===== config.mk =====
export PLATFORM = sky130hd
export DESIGN_NAME = spi_clk_gen
export DESIGN_NICKNAME = d
export VERILOG_FILES = /design/src/rtl/spi_clk_pkg.sv /design/src/rtl/spi_clk_cnt.sv /design/src/rtl/spi_clk_strobe.sv /design/src/rtl/spi_clk_gate.sv /design/src/rtl/spi_clk_gen.sv
export SDC_FILE = /design/constraint.sdc
export NUM_CORES = 1
export LEC_CHECK = 0
export BUFFER_PORTS_ARGS = -buffer_cell sky130_fd_sc_hd__clkbuf_2
export CELL_PAD_IN_SITES_DETAIL_PLACEMENT = 0
export CELL_PAD_IN_SITES_GLOBAL_PLACEMENT = 1
export CORE_ASPECT_RATIO = 1.1
export CORE_UTILIZATION = 40
export DETAILED_ROUTE_END_ITERATION = 12
export GPL_TIMING_DRIVEN = 0
export PLACE_DENSITY = 0.7
export SLEW_MARGIN = 20
export SYNTH_ARGS = -nofsm -noshare
export SYNTH_HDL_FRONTEND = slang
export SYNTH_SLANG_ARGS = --single-unit

===== constraint.sdc =====
create_clock -name clk_i -period 6.9 [get_ports clk_i]
set_input_delay 0 -clock clk_i [delete_from_list [all_inputs] [get_ports clk_i]]
set_output_delay 0 -clock clk_i [all_outputs]
set_load 0.05 [all_outputs]

===== src/rtl/spi_clk_pkg.sv =====
package spi_clk_pkg;
  typedef enum logic [1:0] {ST_IDLE, ST_PREP, ST_RUN} clk_st_e;

  // bit0 cpol, bit1 output phase, bit2 input phase
  typedef struct packed {
    logic cpha_in;
    logic cpha_out;
    logic cpol;
  } sig_mode_t;

  function automatic logic [2:0] mode_code(input logic [1:0] spi_mode, input logic full_speed);
    logic [2:0] code;
    unique case ({full_speed, spi_mode})
      3'b000: code = 3'h0;
      3'b001: code = 3'h6;
      3'b010: code = 3'h1;
      3'b011: code = 3'h7;
      3'b100: code = 3'h4;
      3'b101: code = 3'h2;
      3'b110: code = 3'h5;
      default: code = 3'h3;
    endcase
    return code;
  endfunction
endpackage


===== src/rtl/spi_clk_cnt.sv =====
module spi_clk_cnt #(
  parameter int CW = 9
) (
  input  logic          clk_i,
  input  logic          rst_ni,
  input  logic          start_i,
  input  logic          adv_i,
  input  logic [CW-1:0] n_i,
  output logic [CW-1:0] cnt_o,
  output logic          act_o
);
  logic [CW-1:0] half, last, nxt;

  assign half = n_i >> 1;
  assign last = n_i - CW'(1);
  assign nxt  = (cnt_o == last) ? '0 : cnt_o + CW'(1);

  always_ff @(posedge clk_i or negedge rst_ni) begin
    if (!rst_ni) begin
      cnt_o <= '0;
      act_o <= 1'b0;
    end else if (start_i) begin
      cnt_o <= '0;
      act_o <= (half != '0);
    end else if (adv_i) begin
      cnt_o <= nxt;
      act_o <= (nxt < half);
    end else begin
      cnt_o <= '0;
      act_o <= 1'b0;
    end
  end
endmodule


===== src/rtl/spi_clk_strobe.sv =====
module spi_clk_strobe #(
  parameter int CW = 9
) (
  input  logic          active_i,
  input  logic [CW-1:0] cnt_i,
  input  logic [CW-1:0] n_i,
  input  logic          cpha_out_i,
  input  logic          cpha_in_i,
  output logic          launch_o,
  output logic          sample_o,
  output logic          bit_end_o
);
  logic lead, trail;

  assign lead      = active_i && (cnt_i == '0);
  assign trail     = active_i && (cnt_i == (n_i >> 1));
  assign launch_o  = cpha_out_i ? lead : trail;
  assign sample_o  = cpha_in_i ? trail : lead;
  assign bit_end_o = active_i && (cnt_i == n_i - CW'(1));
endmodule


===== src/rtl/spi_clk_gate.sv =====
module spi_clk_gate (
  input  logic clk_i,
  input  logic rst_ni,
  input  logic en_i,
  output logic gclk_o
);
  logic gate_q;

  // enable changes only while clk_i is low
  always_ff @(negedge clk_i or negedge rst_ni) begin
    if (!rst_ni) gate_q <= 1'b0;
    else         gate_q <= en_i;
  end

  assign gclk_o = clk_i & gate_q;
endmodule


===== src/rtl/spi_clk_gen.sv =====
module spi_clk_gen
  import spi_clk_pkg::*;
#(
  parameter int DIV_W = 8
) (
  input  logic             clk_i,
  input  logic             rst_ni,
  input  logic             en_i,
  input  logic             run_i,
  input  logic [DIV_W-1:0] div_i,
  input  logic [2:0]       mode_i,
  output logic             sclk_o,
  output logic             launch_o,
  output logic             sample_o,
  output logic             bit_end_o
);
  localparam int CW = DIV_W + 1;
  localparam logic [CW-1:0] N_MAX = CW'(1) << DIV_W;

  clk_st_e          state_q;
  logic [DIV_W-1:0] div_q;
  sig_mode_t        mode_q;
  logic             go, start, adv, div1, gclk, act;
  logic             run_launch, prep_launch;
  logic [CW-1:0]    n, cnt;

  assign go    = en_i & run_i;
  assign start = (state_q == ST_PREP) && go;
  assign adv   = (state_q == ST_RUN) && go;
  assign n     = (div_q == '0) ? N_MAX : {1'b0, div_q};
  assign div1  = (div_q == DIV_W'(1));

  always_ff @(posedge clk_i or negedge rst_ni) begin
    if (!rst_ni) begin
      state_q <= ST_IDLE;
      div_q   <= '0;
      mode_q  <= '0;
    end else begin
      if (state_q == ST_IDLE) begin
        div_q  <= div_i;
        mode_q <= sig_mode_t'(mode_i);
      end
      unique case (state_q)
        ST_IDLE: state_q <= go ? ST_PREP : ST_IDLE;
        ST_PREP: state_q <= go ? ST_RUN : ST_IDLE;
        default: state_q <= go ? ST_RUN : ST_IDLE;
      endcase
    end
  end

  spi_clk_cnt #(.CW(CW)) u_cnt (
    .clk_i  (clk_i),
    .rst_ni (rst_ni),
    .start_i(start),
    .adv_i  (adv),
    .n_i    (n),
    .cnt_o  (cnt),
    .act_o  (act)
  );

  spi_clk_gate u_gate (
    .clk_i (clk_i),
    .rst_ni(rst_ni),
    .en_i  (div1 && go && (state_q != ST_IDLE)),
    .gclk_o(gclk)
  );

  spi_clk_strobe #(.CW(CW)) u_strobe (
    .active_i  (adv),
    .cnt_i     (cnt),
    .n_i       (n),
    .cpha_out_i(mode_q.cpha_out),
    .cpha_in_i (mode_q.cpha_in),
    .launch_o  (run_launch),
    .sample_o  (sample_o),
    .bit_end_o (bit_end_o)
  );

  // leading-edge sampling needs the first bit out before the first edge
  assign prep_launch = start && !mode_q.cpha_out;
  assign launch_o    = run_launch | prep_launch;
  assign sclk_o      = mode_q.cpol ^ (div1 ? gclk : act);

  a_r2_prep_quiet: assert property (@(posedge clk_i) disable iff (!rst_ni)
    (state_q == ST_PREP) |-> (!sample_o && !bit_end_o));

  a_r3_lead_active: assert property (@(posedge clk_i) disable iff (!rst_ni)
    (state_q == ST_RUN && !div1 && cnt == '0) |-> act);

  a_r7_bit_end_wrap: assert property (@(posedge clk_i) disable iff (!rst_ni)
    bit_end_o |=> (cnt == '0));

  a_r8_cfg_frozen: assert property (@(posedge clk_i) disable iff (!rst_ni)
    (state_q != ST_IDLE) |=> ($stable(div_q) && $stable(mode_q)));

  a_r8_idle_level: assert property (@(posedge clk_i) disable iff (!rst_ni)
    (state_q == ST_IDLE && !div1) |-> (sclk_o == mode_q.cpol));

  a_r9_stop_quiet: assert property (@(posedge clk_i) disable iff (!rst_ni)
    !go |-> (!launch_o && !sample_o && !bit_end_o));
endmodule


==> results.toml, run 1 <==
[synth]
ys_seq_area_share_pct = 34.3
synth_most_common_cell = "dfrtp_1"
netlist_instances = 199
synth_edf_count = 0
syn_nets = 226
syn_area_per_cell_um2 = 8.81
ys_ff_latch = 24
async_reset_ff_share_pct = 100
synth.distinct_cells = 37
synth_ff_type = "dfrtp_1"
synth_area_leaders = "dfrtp_1 (33%), ha_1 (8.6%), xnor2_1 (8.0%)"
synth_top_area_share_pct = 32.8
yosys-top-cells-count = "dfrtp_1 (23), nand2_1 (16), nor2_1 (16), xnor2_1 (16), nor3_1 (14)"
yosysWarnings = 0
synth_area_um2 = 1750
synth_top_area_cell = "dfrtp_1"

[critical_path]
r2r_start = "div_q[5]"
arrival_ns = 2.03
startpoint = "div_q[5]"
reg2reg_depth = 4
start_kind = "flop"
cp_max_fo = 6
critPathCaptureType = "flop"
required_ns = 3.87
crit_type = "flop to flop"

[routing]
wire_per_inst_um = 14.9
wirelength_um = 4310
drt_first_pass_iters = 4
vias = 1556
route.detailed.drc = 0
vias_per_cell = 5.37
drtAntennaViolNets = 0
drt_iter0_markers = 76

[die]
die_area_um2 = 4650
die_w_um = 65.1
fp-row-count = 24
die_h_um = 71.4
pin_count = 19
start_util_pct = 42.9
core_area_um2 = 4080

[clocking]
cts_tree = "done"
insertion_delay_ns = 0.40
clkTransAtPathRegs_ns = 0.09

[sta]
finalWorstSetupSlack_ns = 1.84
drv_slew = 0
tightest_slew_ns = 0.636
setup_tns_ns = 0
clock_skew_ns = 0.0266
max_slew_margin_pct = 57.6
setup_viol = 0
rsz0062_at_grt = "no"
hold_viol_final = 0

[global_routing]
grt_pass1_wl_um = 7270
overflow = 0
grt_pass1_vias = 1578
grt_use_total_pct = 21.1
grt_start_max_net_pins = 25
antenna_found_initial = 0

[pwr]
p_clk_share_pct = 36.9
power_leakage_nw = 0.954
p_switching_mw = 0.114
p_sw_share_pct = 30.4
share_seq_of_total_power_pct = 41.6
comb_power_share_pct = 21.4
power_density_nw_per_um2 = 176
internal-power_mw = 0.262
total_power_mw = 0.376
vdd_drop_max_v = 0.000119

[placed_design]
hpwl_um = 3250
port_buffers = 18
gp_congestion = 0.819
pre_cts_slack_ns = 1.83

[worst_hold_path]
hold_depth = 5
min_from = "en_i"
hp-class = "primary input to flop"

[finish]
utilization_pct = 52.3
drive_gt1_share_pct = 16.0
multi_input_area_um2 = 1040
fillers = 411
nNetsFinal = 266
antennaDiodeCount = 0
area.sequential_um2 = 601
syn_to_final_growth_pct = 21.8

[status]
status = "completed"

[job]
max_cap_violations = 0
## stage by stage
step | instances | cell area, µm² | hold slack (ns)
final | 290 | 2130 | 0.151
after global routing | 290 | 2130 | 0.218
after CTS | 290 | 2130 | 0.161
after detailed placement | 269 | 1910 | 0.0584
after global placement | 269 | 1910 | 0.0435
after floorplan | 199 | 1750 | -0.296
## layer usage
layer | part of all wire [%] | wire length [µm] | vias up | GRT usage, %
met5 | 0 | 0 | - | 0
met4 | 2.3 | 97 | 0 | 12.1
met3 | 2.9 | 126 | 8 | 3.34
met2 | 48 | 2080 | 33 | 34.3
met1 | 46 | 2000 | 748 | 26.5
li1 | - | - | 767 | -
## area by class of cell
cell class,instances,area share (%)
Buffer,16,3.58
Clock buffer,8,4.28
Multi-Input combinational cell,149,48.7
Sequential cell,24,28.1
Tap cell,52,3.05
Timing Repair Buffer,31,10.6
Inverter,10,1.76
## cells in the final DEF (no fill, tap or decap), types with 3 or more instances in the layout
cell type,synthesis,routed
nor3_1,14,14
and3_1,4,4
nor3_2,4,4
clkbuf_2,0,18
nand3_1,10,10
dfrtp_1,23,23
clkbuf_8,0,6
inv_1,10,10
a21oi_1,5,5
a31oi_1,3,3
xor2_1,12,12
xnor2_1,16,16
ha_1,12,12
mux2_2,3,3
o21ai_0,12,12
nor2_1,16,16
nand2_1,16,16
nor3b_1,3,3
clkbuf_1,13,14
dlygate4sd3_1,0,14
## kinds of logic (layout without fill, tap and decap cells)
| kind of cell | count (synthesis) | count (layout) | synth area share (%) |
|---|---|---|---|
| and+or+nand+nor | 76 | 76 | 24.0 |
| xor gates and xnor gates | 28 | 28 | 14.0 |
| buffers and inverters | 26 | 65 | 6.50 |
| AOI/OAI and AO/OA | 30 | 30 | 10.8 |
| muxes | 3 | 3 | 1.93 |
| adders and majority gates | 12 | 12 | 8.57 |
| DFF | 24 | 24 | 34.3 |
## final timing paths
check / to / slack, ns
worst min-delay path: u_cnt.act_o / 0.15
worst min register to register: state_q[0] / 0.48
worst max-delay path: u_gate.gate_q / 1.84
worst max register to register: u_gate.gate_q / 1.84
min in group asynchronous: div_q[3] / 0.16
max in group asynchronous: u_gate.gate_q / 2.99
## sequential cells by signal, indices dropped and copies added (netlist names)
register       count
div_q              8
u_cnt.act_o        1
u_cnt.cnt_o        9
state_q            2
u_gate.gate_q      1
mode_q             3
## power by group through the flow
stage                     Combinational [mW]  Sequential (mW)  Clock, mW
after floorplan                       0.0551            0.157    0.00382
after global placement                0.0737            0.159    0.00451
after detailed placement              0.0748            0.159    0.00451
after CTS                             0.0816            0.156      0.145
after global routing                  0.0907            0.158      0.151
final                                 0.0807            0.157      0.139
## critical path, cell delays in order (launching register included)
cell and delay [ns]:
dfrtp_1 0.47, or4_4 0.60, nor3_1 0.26, nand2_1 0.15
nor3_1 0.16
## timing repair
action,CTS,global route
resized for setup,0,0
hold buffers,14,0
buffers inserted,0,0
endpoints found under the hold margin,36,0
Power figures use the tool's default switching activity.
==> inputs of run 2 (changes only) <==
--- a/config.mk
+++ b/config.mk
@@ -12,7 +12,7 @@
 export CORE_UTILIZATION = 40
 export DETAILED_ROUTE_END_ITERATION = 12
 export GPL_TIMING_DRIVEN = 0
-export PLACE_DENSITY = 0.7
+export PLACE_DENSITY = 0.73
 export SLEW_MARGIN = 20
 export SYNTH_ARGS = -nofsm -noshare
 export SYNTH_HDL_FRONTEND = slang
==> constraint.sdc (replaced) <==
create_clock -name clk_i -period 4.2 [get_ports clk_i]
set_input_delay 0 -clock clk_i [delete_from_list [all_inputs] [get_ports clk_i]]
set_output_delay 0 -clock clk_i [all_outputs]
set_load 0.05 [all_outputs]
==> results.toml, run 2 (same netlist as run 1, synthesis figures left out) <==
[status]
status = "completed"

[critical_path]
cpMaxStageDelayCell = "a2111oi_0"
required_ns = 4.49
crit_type = "flop to flop"
critPathCaptureType = "flop"
arrival_ns = 4.16
cpPeakStageDelay_ns = 0.57
path_cells = "inv_1 > ha_1 > clkbuf_1 > xnor2_1 > nor4_4 > xnor2_1 > and4_4 > and3_1 > buf_6 > buf_6 > nor2_1 > ha_1 > a21o_1 > nand3_1 > a21oi_1 > a2111oi_0 > nand2_1 > o21ai_0"
cp_max_fo = 10
start_kind = "flop"

[die]
die_w_um = 65.1
die_area_um2 = 4650
start_util_pct = 42.9
die_h_um = 71.4
fp-row-count = 24
pin_count = 19
core_area_um2 = 4080

[sta]
holdWs_ns = 0.164
hold_viol_final = 0
fmax_mhz = 258
max_slew_margin_pct = 57.0
setup_tns_ns = 0
tightest_slew_ns = 0.646
period_minus_slack_ns = 3.87
drv_slew = 0
post-route-period-util_pct = 92.2
clock_skew_ns = 0.0225
rsz0062_at_grt = "no"
setup_viol = 0

[pwr]
p_switching_mw = 0.188
vdd_drop_max_v = 0.000177
p_sw_share_pct = 27.7
p_clk_share_pct = 42.2
share_seq_of_total_power_pct = 38.0
comb_power_share_pct = 19.8
power_density_nw_per_um2 = 314
power_leakage_nw = 0.967
internal-power_mw = 0.490

[clocking]
insertion_delay_ns = 0.40
post_cts_buffers = 0
post_cts_resized = 0
cts_tree = "done"
clkTransAtPathRegs_ns = 0.10
cts_hold_buffers = 14

[routing]
drt_first_pass_iters = 4
route.detailed.drc = 0
drt_iter0_markers = 77
vias_per_cell = 5.37
vias = 1556
drtAntennaViolNets = 0
wirelength_um = 4360
wire_per_inst_um = 15.0

[finish]
instances_no_fill = 290
utilization_pct = 52.9
biggestRegsByFlops = "u_cnt.cnt_o: 9 flops, div_q: 8 flops, mode_q: 3 flops"
largest_reg_flops = 9
syn_to_final_growth_pct = 23.3
nNetsFinal = 266
top_register = "u_cnt.cnt_o"
antennaDiodeCount = 0
layout_common_cells = "dfrtp_1 (23), clkbuf_2 (18), nor2_1 (16), xnor2_1 (16), nand2_1 (16)"
drive_gt1_share_pct = 16.4
final_common_cell = "dfrtp_1"

[global_routing]
groute.layer.met3.usage_pct = 3.03
grt_start_max_net_pins = 25
grt_pass1_wl_um = 7430
grt_use_total_pct = 21.2
grt_pass1_vias = 1664
antenna_found_initial = 0
use_met1_pct = 25.4
top_usage_layer = "met2"
overflow = 0
met2_usage_pct = 36.0

[placed_design]
placed_cells = 269
port_buffers = 18
hpwl_um = 3300
gp_congestion = 0.891

[worst_hold_path]
hp-class = "primary input to async pin"

[job]
max_cap_violations = 0
## run 2: cell types whose count changed in the layout (fill, tap and decap cells not counted), sizes merged
cell	change
bufinv	+1
clkbuf	-1
## run 2: power by group through the flow
stage / combinational [mW] / sequential (mW) / clock, mW
3_5_place_dp: 0.123 / 0.262 / 0.00741
5_1_grt: 0.150 / 0.259 / 0.304
4_1_cts: 0.134 / 0.257 / 0.292
2_1_floorplan: 0.0905 / 0.258 / 0.00627
6_report: 0.134 / 0.257 / 0.286
3_3_place_gp: 0.120 / 0.261 / 0.00741
## run 2: worst paths after layout
path	slack (ns)	end	cells past startpoint	start
setup reg to reg	0.33	u_cnt.act_o	18	div_q[1]
min in group clk_i	0.19	u_cnt.act_o	5	en_i
hold reg to reg	0.48	state_q[0]	1	state_q[0]
hold / removal	0.16	div_q[3]	2	rst_ni
setup / recovery	0.33	u_cnt.act_o	18	div_q[1]
max in group asynchronous	1.62	u_gate.gate_q	2	rst_ni
## run 2: layout make-up
type / count / area (µm²)
clock inverters: 1 / 30.0
plain buffers: 16 / 76.3
clock buffers: 7 / 87.6
flip-flops and latches: 24 / 601
repair buffers: 31 / 225
well taps: 52 / 65.1
fillers: 411 / 1920
multi-input cells: 149 / 1040
inverters: 10 / 37.5
## run 2: stage by stage
| stage | setup slack (ns) | cell area, µm² | power, mW |
|---|---|---|---|
| 4_1_cts | 0.354 | 2160 | 0.683 |
| 3_5_place_dp | 0.386 | 1910 | 0.392 |
| 3_3_place_gp | 0.424 | 1910 | 0.388 |
| 6_report | 0.326 | 2160 | 0.678 |
| 2_1_floorplan | 0.699 | 1750 | 0.355 |
| 5_1_grt | 0.0407 | 2160 | 0.713 |
## run 2: routing by layer
| metal | wire (µm) | vias up | part of all wire, % |
|---|---|---|---|
| li1 | - | 762 | - |
| met1 | 1950 | 743 | 45 |
| met2 | 2150 | 38 | 49 |
| met3 | 109 | 13 | 2.5 |
| met4 | 141 | 0 | 3.2 |
| met5 | 0 | - | 0 |
## run 2: critical path: cells and delay by family, from the launching register on
| family | cells | cell delay, ns |
|---|---|---|
| AO/OA/AOI/OAI | 4 | 1.05 |
| adder cells (fa/ha/maj) | 2 | 0.45 |
| AND/OR/NAND/NOR | 6 | 0.82 |
| buffers and inverters | 4 | 0.67 |
| XOR/XNOR | 2 | 0.33 |
| flip-flops | 1 | 0.46 |
